$ cat src/rtl/sgc_pkg.sv
package sgc_pkg;
  localparam int ADDR_W  = 4;
  localparam int DATA_W  = 8;
  localparam int FRAME_W = ADDR_W + DATA_W;
  localparam int PWR_W   = 2;
  localparam int GAIN_W  = DATA_W - PWR_W;

  localparam logic [ADDR_W-1:0] ADR_PWRGAIN = 4'd0;
  localparam logic [ADDR_W-1:0] ADR_INIT    = 4'd1;

  typedef struct packed {
    logic [PWR_W-1:0]  pwr;
    logic [GAIN_W-1:0] gain;
  } pg_t;
endpackage

$ cat src/rtl/sgc_sync.sv
module sgc_sync #(
  parameter int W = 4,
  parameter int STAGES = 2,
  parameter logic [W-1:0] RST_VAL = '0
) (
  input  logic         clk,
  input  logic         rst,
  input  logic [W-1:0] d,
  output logic [W-1:0] q
);
  logic [W-1:0] stg [STAGES];

  always_ff @(posedge clk) begin
    if (rst) stg[0] <= RST_VAL;
    else     stg[0] <= d;
  end

  for (genvar i = 1; i < STAGES; i++) begin : g_stage
    always_ff @(posedge clk) begin
      if (rst) stg[i] <= RST_VAL;
      else     stg[i] <= stg[i-1];
    end
  end

  assign q = stg[STAGES-1];
endmodule

$ cat src/rtl/sgc_lockout.sv
module sgc_lockout #(
  parameter int LOCK_CYCLES = 25000
) (
  input  logic clk,
  input  logic rst,
  output logic ready
);
  localparam int LW = $clog2(LOCK_CYCLES + 1);
  localparam logic [LW-1:0] LAST = LW'(LOCK_CYCLES - 1);

  logic [LW-1:0] cnt;

  always_ff @(posedge clk) begin
    if (rst) begin
      cnt   <= '0;
      ready <= 1'b0;
    end else if (!ready) begin
      cnt <= cnt + 1'b1;
      if (cnt == LAST) ready <= 1'b1;
    end
  end

  AST_READY_STICKY: assert property (@(posedge clk) disable iff (rst)
    ready |=> ready);
endmodule

$ cat src/rtl/sgc_frame_rx.sv
module sgc_frame_rx
  import sgc_pkg::*;
(
  input  logic               clk,
  input  logic               rst,
  input  logic               sclk_s,
  input  logic               dat_s,
  input  logic               csn_s,
  output logic               frame_vld,
  output logic [FRAME_W-1:0] frame_word
);
  localparam int CW = $clog2(FRAME_W + 2);
  localparam logic [CW-1:0] FULL = CW'(FRAME_W);
  localparam logic [CW-1:0] SAT  = CW'(FRAME_W + 1);

  logic          sclk_q, csn_q;
  logic [CW-1:0] cnt;
  logic          csn_fall, csn_rise, sclk_rise;

  assign csn_fall  = csn_q & ~csn_s;
  assign csn_rise  = ~csn_q & csn_s;
  assign sclk_rise = ~sclk_q & sclk_s;

  always_ff @(posedge clk) begin
    if (rst) begin
      sclk_q     <= 1'b0;
      csn_q      <= 1'b1;
      cnt        <= '0;
      frame_word <= '0;
      frame_vld  <= 1'b0;
    end else begin
      sclk_q    <= sclk_s;
      csn_q     <= csn_s;
      frame_vld <= 1'b0;
      if (csn_fall) begin
        cnt        <= '0;
        frame_word <= '0;
      end else if (!csn_s && sclk_rise) begin
        frame_word <= {frame_word[FRAME_W-2:0], dat_s};
        if (cnt != SAT) cnt <= cnt + 1'b1;
      end
      if (csn_rise && cnt == FULL) frame_vld <= 1'b1;
    end
  end

  AST_VLD_DESELECTED: assert property (@(posedge clk) disable iff (rst)
    frame_vld |-> csn_s);
  AST_VLD_SINGLE: assert property (@(posedge clk) disable iff (rst)
    frame_vld |=> !frame_vld);
endmodule

$ cat src/rtl/sgc_ctrl.sv
module sgc_ctrl
  import sgc_pkg::*;
#(
  parameter int CLK_MHZ = 250,
  parameter int LOCK_US = 100
) (
  input  logic              clk,
  input  logic              rst,
  input  logic              ser_clk,
  input  logic              ser_dat,
  input  logic              ser_csn,
  input  logic              tx_en,
  output logic [PWR_W-1:0]  pwr_code,
  output logic [GAIN_W-1:0] gain_code,
  output logic              tx_mode,
  output logic              out_pdn
);
  localparam int LOCK_CYCLES = CLK_MHZ * LOCK_US;

  logic [3:0]         sync_q;
  logic               sclk_s, dat_s, csn_s, txen_s;
  logic               ready;
  logic               frame_vld;
  logic [FRAME_W-1:0] frame_word;
  logic [ADDR_W-1:0]  f_addr;
  logic [DATA_W-1:0]  f_data;
  logic               txen_q, tx_fall, commit;
  pg_t                shadow, active;

  sgc_sync #(.W(4), .STAGES(2), .RST_VAL(4'b0100)) u_sync (
    .clk(clk), .rst(rst),
    .d({tx_en, ser_csn, ser_dat, ser_clk}),
    .q(sync_q)
  );
  assign {txen_s, csn_s, dat_s, sclk_s} = sync_q;

  sgc_lockout #(.LOCK_CYCLES(LOCK_CYCLES)) u_lock (
    .clk(clk), .rst(rst), .ready(ready)
  );

  sgc_frame_rx u_rx (
    .clk(clk), .rst(rst),
    .sclk_s(sclk_s), .dat_s(dat_s), .csn_s(csn_s),
    .frame_vld(frame_vld), .frame_word(frame_word)
  );

  assign f_addr  = frame_word[FRAME_W-1:DATA_W];
  assign f_data  = frame_word[DATA_W-1:0];
  assign commit  = frame_vld & ready;
  assign tx_fall = txen_q & ~txen_s;

  always_ff @(posedge clk) begin
    if (rst) begin
      shadow <= '0;
    end else if (commit) begin
      case (f_addr)
        ADR_PWRGAIN: shadow <= pg_t'(f_data);
        ADR_INIT:    shadow <= '0;
        default:     shadow <= shadow;
      endcase
    end
  end

  always_ff @(posedge clk) begin
    if (rst) begin
      txen_q  <= 1'b0;
      active  <= '0;
      tx_mode <= 1'b0;
      out_pdn <= 1'b1;
    end else begin
      txen_q  <= txen_s;
      tx_mode <= txen_s;
      out_pdn <= ~txen_s;
      if (tx_fall) active <= shadow;
    end
  end

  assign pwr_code  = active.pwr;
  assign gain_code = active.gain;

  AST_LOCKOUT_HOLD: assert property (@(posedge clk) disable iff (rst)
    !ready |=> $stable(shadow));
  AST_ACTIVE_ON_FALL: assert property (@(posedge clk) disable iff (rst)
    !tx_fall |=> $stable(active));
  AST_BAD_ADDR: assert property (@(posedge clk) disable iff (rst)
    (frame_vld && f_addr > ADR_INIT) |=> $stable(shadow));
  AST_INIT_CLEAR: assert property (@(posedge clk) disable iff (rst)
    (commit && f_addr == ADR_INIT) |=> (shadow == '0));
  AST_PDN_COMPL: assert property (@(posedge clk) disable iff (rst)
    out_pdn == !tx_mode);
endmodule

$ cat config.mk
export PLATFORM = sky130hd
export DESIGN_NAME = sgc_ctrl
export DESIGN_NICKNAME = d
export VERILOG_FILES = /design/src/rtl/sgc_pkg.sv /design/src/rtl/sgc_sync.sv /design/src/rtl/sgc_lockout.sv /design/src/rtl/sgc_frame_rx.sv /design/src/rtl/sgc_ctrl.sv
export SDC_FILE = /design/constraint.sdc
export NUM_CORES = 1
export LEC_CHECK = 0
export BUFFER_PORTS_ARGS = -buffer_cell sky130_fd_sc_hd__buf_4
export CAP_MARGIN = 15
export CORE_ASPECT_RATIO = 1.1
export CORE_MARGIN = 3
export CORE_UTILIZATION = 46
export DETAILED_ROUTE_END_ITERATION = 16
export PLACE_DENSITY = 0.71
export SYNTH_ARGS = -nofsm -noshare
export SYNTH_HDL_FRONTEND = slang
export SYNTH_SLANG_ARGS = --single-unit
$ cat constraint.sdc
create_clock -name clk -period 2.2 [get_ports clk]
set_clock_uncertainty 0.1 [all_clocks]
set_input_delay 0.66 -clock clk [delete_from_list [all_inputs] [get_ports clk]]
set_output_delay 0.66 -clock clk [all_outputs]
set_load 0.02 [all_outputs]
Word level (Yosys, flattened, before mapping)
Memories as Yosys holds them, arrays and structs flattened.
Index checks and enable logic that the tools add are counted.
Word-level totals
  memories kept: 1
  output and inout bits: 10
  flip-flop bits (word level): 53
  bits in writable memories: 8
Operators by class
  bitwise logic cells: 11
  add/subtract/negate cells: 2
  multiplexer cells: 9
  equal/unequal tests: 4
  reductions and logical operators: 8
Memory list
  u_sync.stg: words 2, width 4, rd ports 2, clocked after Yosys merged registers in 0, write ports 2, line sgc_sync.sv:11  | logic [W-1:0] stg [STAGES];
Operators by type and width (number)
  $pmux W8 S2: 1
  $add A15 B1 Y15 const B: 1
  $eq A15 B15 Y1 const B: 1
  $mux W4: 2
  $mux W1: 6
  $and A1 B1 Y1: 5
  $add A4 B1 Y4 const B: 1
  $eq A4 B1 Y1 const B: 1
  $eq A4 B4 Y1 const B: 1
  $logic_not A4 Y1: 1
  $ne A4 B4 Y1 const B: 1
  $not A1 Y1: 4
  $reduce_and A2 Y1: 2
  $logic_and A1 B1 Y1: 2
  $or A1 B1 Y1: 2
  $reduce_bool A2 Y1: 1
  $reduce_or A2 Y1: 1
  $logic_not A1 Y1: 1

Longest topological paths before layout
Gate-level depths: netlist of the first run.
  word-level depth: 4
  mapped depth: 5
  depth with buffers taken out: 5

Modules after synthesis
A second synthesis of the first run with hierarchy kept.
Unflattened totals
  cells, all modules: 268
  area total of the unflattened synthesis: 2448.6 µm²
Modules (own cells, without submodules)
  sgc_lockout: cells an instance 84, instances 1, seq. area each 320.3 µm², area an instance 784.5 µm²
  sgc_frame_rx: cells an instance 89, instances 1, seq. area each 380.4 µm², area an instance 739.5 µm²
  sgc_ctrl: cells an instance 79, instances 1, seq. area each 360.3 µm², area an instance 714.4 µm²
  sgc_sync: cells an instance 16, instances 1, seq. area each 160.2 µm², area an instance 210.2 µm²

Worst setup path after synthesis of the first run
No wires, ideal clock.
  kind: input port to flip-flop
  from: in rst
  to: mem u_sync.stg[0][2]
  path buffers: 2
  path slack: 655 ps
  arrival: 1322 ps
  library setup time: 123 ps
  required time: 1977 ps
  stages: 3
  path through: clkbuf_1 -> clkbuf_1 -> or2_2
RTL lines
  start, declared: line sgc_ctrl.sv:8  | input logic rst,
  end, declared: line sgc_sync.sv:11

Worst setup path in the final report of the first run
  from: reg u_lock.cnt[2]
  to: reg u_lock.cnt[11]
Between the ends
  longest elaborated chain between the ends: 1
RTL lines
  start, declared: line sgc_lockout.sv:11  | logic [LW-1:0] cnt;
  start signal, assigned: line sgc_lockout.sv:18  | cnt <= cnt + 1'b1;
  $add A15 B1 Y15: line sgc_lockout.sv:18
Every way passes these cells.
A chain may end at the register's enable or synchronous reset.

==> run metrics, run 1 <==
status=complete, no violations; Synth Net Count=271; initial DRC count=86; antenna viol nets, final=0; largest family of logic cells by synthesized area=simple AND/OR/NAND/NOR gates; Buffers & Inverters on Critical Path=0; EDFF count, synth=0; Crit Reg-Reg Startpoint=u_lock.cnt[2]$_SDFFE_PP0N_; Cell Int Power=1.80 mW; final worst-path cycle share=83.6%; post-synthesis xor/xnor area fraction=1.45%; Hold-fix buffers, CTS=0; worst slew pin tran=651 ps; largest net degree at the start of global routing=28; Initial Util=47.9%; clock network fraction of total power=47.4%; Compound-Gate Fraction of Synth Area=11.0%; Fillers=468; dpl ws=467 ps; Synth async-reset ratio=0%; Final Non-Filler Cells=342; combinational power share=2.6%; Final Total Pwr=2.25 mW; CTS tree=yes; # resized after CTS=0; FF+latch area=0.00122 sq mm; first-pass GRT wire length=6970 um; via density per instance=5.44; htree depth=3; final hold vios=0; I/O pins=16; Row Count=27; Max stage delay on crit path=450 ps; post-synth top area share=50.7%; # clock sinks=61; number of remaining DRC errors=0; dpl cell area=0.00259 sq mm; mapped cell area=0.00241 sq mm; P_sw=0.451 mW; Slowest-stage cell, CP=nor4_1; total wire length=4240 um; crit path launch=u_lock.cnt[2]$_SDFFE_PP0N_; Main synth FF type=dfxtp_1; number of port buffers=15; clk root buf=clkbuf_8; Post-CTS Setup Bufs=0; Post-DP HPWL=2840 um; final worst slack=361 ps; Inst Count DP=327; wire per inst=12.4 um; Max Cap Violations=0; hold path startpoint=u_sync.stg[0][2]$_SDFF_PP1_; Area Overhead vs Synth=16.2%; RSZ-0062 raised after global routing=no; Final nets=290; Ys Warns=0; final max-slew violation count=0; Final Core Density=55.6%; antenna fix cells=0; number of synthesized register bits=61; antenna violations before repair=0; drt pass-1 iters=4; Inserted Clock Buffers=9; sequential share of power=50.0%; TNS Setup=0 ps; WS Path Type=register to register; Clock Tree Buf Depth=2; Min-Delay Path Class=register to register; Leak Pwr=0.991 nW; CTS clk-pin slew, worst paths=70 ps; post-synth cell types=35; Critical Path Sink Type=register; Setup-failing EPs final=0; CP delay by family, top=simple AND/OR/NAND/NOR gates; VDD IR max=0.000428 V; Slew headroom=56.5%; post-synthesis mux area share=6.07%; Fmax=544 MHz; vias in the first global route=1619; sequential area share after synthesis=50.7%; die footprint=0.00614 sq mm; worst hold slack=308 ps; die width=75.0 um; syn avg cell area=9.23 sq um; gr usage total=15.3%; CP cell instances=nand4b_1, nor4_1, mux2_2; grt total ovfl=0; Max Fanout on Critical Path=8; Tmin final=1840 ps; Worst Path Arrival=1960 ps; Vias=1859; Core Region=0.00503 sq mm; Synth Area in Simple Gates=25.2%; Final Cell Area=0.00280 sq mm; ranking of synthesized cells by area=dfxtp_1 51%, a21oi_1 6.0%, nand2_1 4.8%; layout cells sized above 1=15.5%; pwr dens=805 mW/mm^2; sw frac=20.0%; startpoint type of the worst setup path=register; Synth Area in Adders=2.08%; cell taking the most area after synthesis=dfxtp_1; Skew-Pair Late Insertion Delay=330 ps; Cells after Synth=261; area of the multi-input gates=0.00110 sq mm; Die Height=81.9 um; GP Congestion=0.777; Crit path required time=2320 ps
-- final cells by class --
type / count / area share [%]
clock buffers: 11 / 5.05
flip-flops and latches: 61 / 43.6
repair buffers: 20 / 5.36
inverters: 10 / 1.34
clock inverters: 4 / 2.59
multi-input cells: 178 / 39.5
well taps: 58 / 2.59
-- layout by cell type (no fill, tap or decap), types with 3 or more instances in the layout --
cell type,synthesis,routed
o31ai_1,3,3
dfxtp_1,61,61
mux2_2,5,5
mux2i_1,9,9
buf_4,0,20
clkbuf_8,0,10
nand2_1,31,31
xnor2_1,3,3
nand4b_1,11,11
nor2_1,18,18
ha_1,4,4
nand3_1,6,6
nor4_1,6,6
nor2b_1,15,15
or4_1,4,4
o21ai_0,11,11
a21oi_1,29,29
nand4_1,4,4
inv_1,10,10
-- metal layers --
layer / vias to the layer above / GRT usage, % / wire (um)
li1: 954 / - / -
met1: 859 / 18.6 / 2020
met2: 38 / 22.2 / 1910
met3: 8 / 6.24 / 216
met4: 0 / 9.25 / 91
met5: - / 0 / 0
-- Yosys cell counts, types with 2 or more instances --
master,n
inv_1,10
nand3_1,6
nor2b_1,15
or4_1,4
nand2_1,31
nand4_1,4
nor4_1,6
nand4b_1,11
o41ai_1,2
nor2_1,18
mux2_2,5
a21oi_1,29
and3_1,2
xnor2_1,3
dfxtp_1,61
mux2i_1,9
o21ai_0,11
o31ai_1,3
or2_2,2
clkbuf_1,11
ha_1,4
-- registers in the layout, summed over array words and instances (netlist names) --
name / count
u_lock.ready: 1
u_rx.frame_word: 12
u_rx.frame_vld: 1
out_pdn: 1
u_rx.csn_q: 1
u_rx.sclk_q: 1
gain_code: 6
u_sync.stg: 8
txen_q: 1
pwr_code: 2
shadow: 8
u_lock.cnt: 15
u_rx.cnt: 4
-- worst register-to-register path, cell delays in order (launching register included) --
cell	delay [ps]
dfxtp_1	430
nand4b_1	350
nor4_1	460
mux2_2	390
-- kinds of logic (layout without fill, tap and decap cells) --
kind of cell / Yosys count / after routing
AOI/OAI and AO/OA: 48 / 48
adders and majority gates: 4 / 4
xor gates and xnor gates: 4 / 4
muxes: 14 / 14
buffers and inverters: 22 / 45
DFF: 61 / 61
and+or+nand+nor: 108 / 108
-- power by group through the flow --
stage	logic [mW]	registers, mW	clock network, mW
after floorplan	0.0405	1.15	0
after global placement	0.0571	1.15	0
after detailed placement	0.0583	1.15	0
after CTS	0.0586	1.13	1.10
after global routing	0.0651	1.13	1.14
final	0.0579	1.13	1.07
-- path summary, 6_finish.rpt --
| kind | endpoint | depth (start not counted) | slack, ps |
|---|---|---|---|
| setup / recovery | u_lock.cnt[11]$_SDFFE_PP0N_ | 3 | 360 |
| hold / removal | u_sync.stg[1][2]$_SDFF_PP1_ | 1 | 310 |
| setup reg to reg | u_lock.cnt[11]$_SDFFE_PP0N_ | 3 | 360 |
| hold reg to reg | u_sync.stg[1][2]$_SDFF_PP1_ | 1 | 310 |
Power figures use the tool's default switching activity.
==> run 2, diff against run 1 <==
- clock period: 2.2 -> 1.75 ns (I/O delays scaled with it)
==> run metrics, run 2 (synthesized netlist as in run 1, its figures left out) <==
Cell Int Power=1.95 mW (+8.3%); TNS Setup=0 ps (unchanged); vias in the first global route=1739 (+7.4%); Min-Delay Path Class=input pin to register; sequential share of power=55.2% (+5.2 points); Slew headroom=78.9% (+22 points); Slowest-stage cell, CP=mux2_2; antenna fix cells=0 (unchanged); Inserted Clock Buffers=9 (unchanged); antenna violations before repair=0 (unchanged); P_sw=0.610 mW (+35%); Die Height=81.9 um (unchanged); CTS tree=yes; Core Region=0.00503 sq mm (unchanged); wire per inst=12.3 um (-0.88%); Final Cell Area=0.00280 sq mm (about the same); # clock sinks=61 (unchanged); layout cells sized above 1=17.6% (+2.2 points); startpoint type of the worst setup path=register; max FFs per register=15 (unchanged); Buffers & Inverters on Critical Path=0 (unchanged); final hold vios=0 (unchanged); WS Path Type=register to register; via density per instance=5.45 (+0.26%); Row Count=27 (unchanged); Max stage delay on crit path=370 ps (-80 ps); Final nets=294 (+1.4%); die width=75.0 um (unchanged); final worst-path cycle share=91.3% (+7.8 points); I/O pins=16 (unchanged); total wire length=4260 um (+0.57%); Worst Path Arrival=1720 ps (-240 ps); first-pass GRT wire length=7460 um (+7.0%); worst slew pin tran=313 ps (-338 ps); Clock Tree Buf Depth=2 (unchanged); CP cell instances=ha_1, nand4b_1, nor4_1, mux2_2; GP Congestion=0.793 (+2.1%); VDD IR max=0.000389 V (-9.0%); Setup-failing EPs final=0 (unchanged); Area Overhead vs Synth=16.1% (about the same); antenna viol nets, final=0 (unchanged); final max-slew violation count=0 (unchanged); sw frac=23.8% (+3.8 points); met2 WL=1980 um (+3.5%); clock network fraction of total power=41.7% (-5.7 points); RSZ-0062 raised after global routing=no; number of port buffers=15 (unchanged); most common cell after layout, fill and taps aside=dfxtp_1; clk root buf=clkbuf_8; Crit path required time=1870 ps (-450 ps); final worst slack=151 ps (-210 ps); grt total ovfl=0 (unchanged); htree depth=3 (unchanged); Post-CTS Setup Bufs=0 (unchanged); Initial Util=47.9% (unchanged); die footprint=0.00614 sq mm (unchanged); gr usage total=15.8% (+0.50 points); Fmax=626 MHz (+15%); biggest regs=u_lock.cnt (15), u_rx.frame_word (12); met3 wire len=152 um (-30%); M1 WL=2050 um (+1.8%); Inst Count DP=331 (+1.2%); largest net degree at the start of global routing=30 (+7.1%); Vias=1891 (+1.7%); Largest Register=u_lock.cnt; Max Fanout on Critical Path=5 (-3); Leak Pwr=0.983 nW (-0.83%); Critical Path Sink Type=register; initial DRC count=88 (+2.3%); dpl ws=132 ps (-336 ps); drt pass-1 iters=4 (unchanged); status=complete, no violations; CP delay by family, top=simple AND/OR/NAND/NOR gates; combinational power share=3.1% (+0.5 points); CTS clk-pin slew, worst paths=70 ps (about the same); Hold-fix buffers, CTS=0 (unchanged); Post-DP HPWL=2930 um (+3.0%); number of remaining DRC errors=0 (unchanged); dpl cell area=0.00262 sq mm (+1.2%); Max Used Layer=met4; most frequent cells in the layout=61 x dfxtp_1, 31 x nand2_1, 29 x a21oi_1, 24 x buf_4, 18 x nor2_1; Skew-Pair Late Insertion Delay=340 ps (about the same); Max Cap Violations=0 (unchanged); Final Non-Filler Cells=347 (+1.5%); Tmin final=1600 ps (-240 ps); pwr dens=916 mW/mm^2 (+14%)
-- run 2: power groups by stage --
stage               Sequential [mW]  Clock [mW]  Combinational, mW
floorplan                      1.45           0             0.0509
global placement               1.45           0             0.0800
detailed placement             1.45           0             0.0811
CTS                            1.41        1.11             0.0813
global route                   1.42        1.18             0.0916
finish                         1.41        1.07             0.0798
-- run 2: area by class of cell --
type	count	area, sq um
clock buffers	9	124
clock inverters	7	52.6
fillers	468	2230
inverters	10	37.5
multi-input cells	178	1110
flip-flops and latches	61	1220
well taps	58	72.6
repair buffers	24	180
-- run 2: timing repair --
action,4_1_cts,5_1_grt
gates resized for setup,0,1
hold endpoints to repair,0,0
endpoints found under the setup margin,0,1
-- run 2: metrics by stage --
step                      power (mW)  utilization [%]  hold WS (ps)
after CTS                       2.60             55.5           266
final                           2.56             55.6           280
after floorplan                 1.50                -           289
after global placement          1.53             52.0           297
after global routing            2.69             55.6           275
after detailed placement        1.53             52.0           301
-- run 2: path summary, 6_finish.rpt --
kind                          startpoint                           to  slack [ps]  depth (start not counted)
min reg2reg  u_sync.stg[0][2]$_SDFF_PP1_  u_sync.stg[1][2]$_SDFF_PP1_         310                          1
max           u_lock.cnt[0]$_SDFFE_PP0N_  u_lock.cnt[14]$_SDFFE_PP0N_         150                          4
max reg2reg   u_lock.cnt[0]$_SDFFE_PP0N_  u_lock.cnt[14]$_SDFFE_PP0N_         150                          4
min                              ser_csn  u_sync.stg[0][2]$_SDFF_PP1_         280                          2
-- run 2: per-layer routing --
metal	track usage, %	up-vias
li1	-	964
met1	19.1	882
met2	25.2	36
met3	4.04	9
met4	8.54	0
met5	0	-
==> run 3, diff against run 2 <==
- RECOVER_POWER: unset -> 50
- clock period: 1.75 -> 1.9 ns (I/O delays scaled with it)
==> run metrics, run 3 (synthesized netlist as in run 1, its figures left out) <==
clk root buf=clkbuf_8; Area Overhead vs Synth=16.7%; Row Count=27 (unchanged); final worst slack=184 ps (+32.7 ps); CTS tree=yes; worst slew pin tran=663 ps (+349 ps); Critical Path Sink Type=register; drt pass-1 iters=4 (unchanged); Largest Register=u_lock.cnt; Worst Path Arrival=1840 ps (+120 ps); Max Fanout on Critical Path=8 (+3); Fmax=583 MHz (-6.8%); antenna viol nets, final=0 (unchanged); grt total ovfl=0 (unchanged); Post-CTS Setup Bufs=0 (unchanged); Crit path required time=2020 ps (+150 ps); Tmin final=1720 ps (+117 ps); dpl ws=178 ps (+46.3 ps); die footprint=0.00614 sq mm (unchanged); GP Congestion=0.748 (-5.7%); TNS Setup=0 ps (unchanged); largest net degree at the start of global routing=38 (+27%); Max Cap Violations=0 (unchanged); max FFs per register=15 (unchanged); biggest regs=u_lock.cnt (15), u_rx.frame_word (12); Slew headroom=55.8% (-23 points); htree depth=3 (unchanged); via density per instance=5.35 (-1.8%); Crit Reg-Reg Startpoint=u_lock.cnt[2]$_SDFFE_PP0N_; most frequent cells in the layout=61 x dfxtp_1, 31 x nand2_1, 29 x a21oi_1, 18 x nor2_1, 18 x buf_4; final worst-path cycle share=90.3% (-1.0 points); Initial Util=47.9% (unchanged); RSZ-0062 raised after global routing=no; most common cell after layout, fill and taps aside=dfxtp_1; # clock sinks=61 (unchanged); initial DRC count=85 (-3.4%); crit path launch=u_lock.cnt[2]$_SDFFE_PP0N_; Leak Pwr=0.985 nW (+0.20%); gr usage total=15.5% (-0.25 points); Vias=1846 (-2.4%); Setup-failing EPs final=0 (unchanged); pwr dens=940 mW/mm^2 (+2.7%); first-pass GRT wire length=7310 um (-2.0%); antenna violations before repair=0 (unchanged); die width=75.0 um (unchanged); Die Height=81.9 um (unchanged); Min-Delay Path Class=register to register; number of remaining DRC errors=0 (unchanged); WS Path Type=register to register; CTS clk-pin slew, worst paths=70 ps (about the same); antenna fix cells=0 (unchanged); Post-DP HPWL=2860 um (-2.5%); Hold-fix buffers, CTS=0 (unchanged); # resized after CTS=0 (unchanged); Core Region=0.00503 sq mm (unchanged); Inserted Clock Buffers=9 (unchanged); wire per inst=12.1 um (-1.2%); Clock Tree Buf Depth=2 (unchanged); vias in the first global route=1693 (-2.6%); final hold vios=0 (unchanged); startpoint type of the worst setup path=register; VDD IR max=0.000396 V (+1.8%); I/O pins=16 (unchanged); Final nets=292 (-0.68%); hold path startpoint=u_sync.stg[0][2]$_SDFF_PP1_; number of port buffers=15 (unchanged); final max-slew violation count=0 (unchanged); status=complete, no violations; layout cells sized above 1=16.0% (-1.6 points); total wire length=4190 um (-1.7%); Skew-Pair Late Insertion Delay=340 ps (about the same)
[run 3: cell types whose count changed in the layout (fill, tap and decap cells not counted)]
cell       change
clkinv_4       -2
inv_6          +1
clkinv_2       -1
buf_4          -6
clkbuf_2       +2
clkbuf_1       +2
nor4_2         -1
bufinv_16      +2
nor4_1         +1
[run 3: layer usage]
| metal | global-route usage [%] | up-vias | wire length (um) |
|---|---|---|---|
| met5 | 0 | - | 0 |
| met3 | 3.67 | 9 | 131 |
| met1 | 18.8 | 856 | 2050 |
| met2 | 24.2 | 24 | 1900 |
| met4 | 10.1 | 0 | 102 |
| li1 | - | 957 | - |
[run 3: where the power goes]
part,internal (mW),switching [mW],leakage [nW]
clock network,0.742,0.532,0.0981
registers,1.29,0.00988,0.494
logic,0.0267,0.0398,0.392
[run 3: area by class of cell]
| class | count | area (sq um) |
|---|---|---|
| sequential | 61 | 1220 |
| fill | 441 | 2220 |
| tap | 58 | 72.6 |
| clock buffer | 9 | 124 |
| multi-input combinational | 178 | 1100 |
| clock inverter | 7 | 98.8 |
| inverter | 10 | 37.5 |
| timing repair buffer | 22 | 153 |
[run 3: critical path, cell delays in order (launching register included)]
cell,delay (ps)
dfxtp_1,430
nand4b_1,360
nor4_1,360
mux2_2,360
[run 3: path summary, 6_finish.rpt]
check / to / slack [ps] / depth (start not counted)
max: u_lock.cnt[11]$_SDFFE_PP0N_ / 180 / 3
min: u_sync.stg[1][2]$_SDFF_PP1_ / 310 / 1
max reg2reg: u_lock.cnt[11]$_SDFFE_PP0N_ / 180 / 3
min reg2reg: u_sync.stg[1][2]$_SDFF_PP1_ / 310 / 1
[run 3: through the flow]
| stage | area [sq um] | hold slack, ps | std cells | util, % | total power [mW] |
|---|---|---|---|---|---|
| floorplan | 2410 | 289 | 261 | - | 1.38 |
| global placement | 2600 | 292 | 329 | 51.7 | 1.40 |
| detailed placement | 2600 | 299 | 329 | 51.7 | 1.40 |
| CTS | 2820 | 301 | 345 | 56.1 | 2.68 |
| global route | 2810 | 309 | 345 | 55.9 | 2.74 |
| finish | 2810 | 312 | 345 | 55.9 | 2.64 |
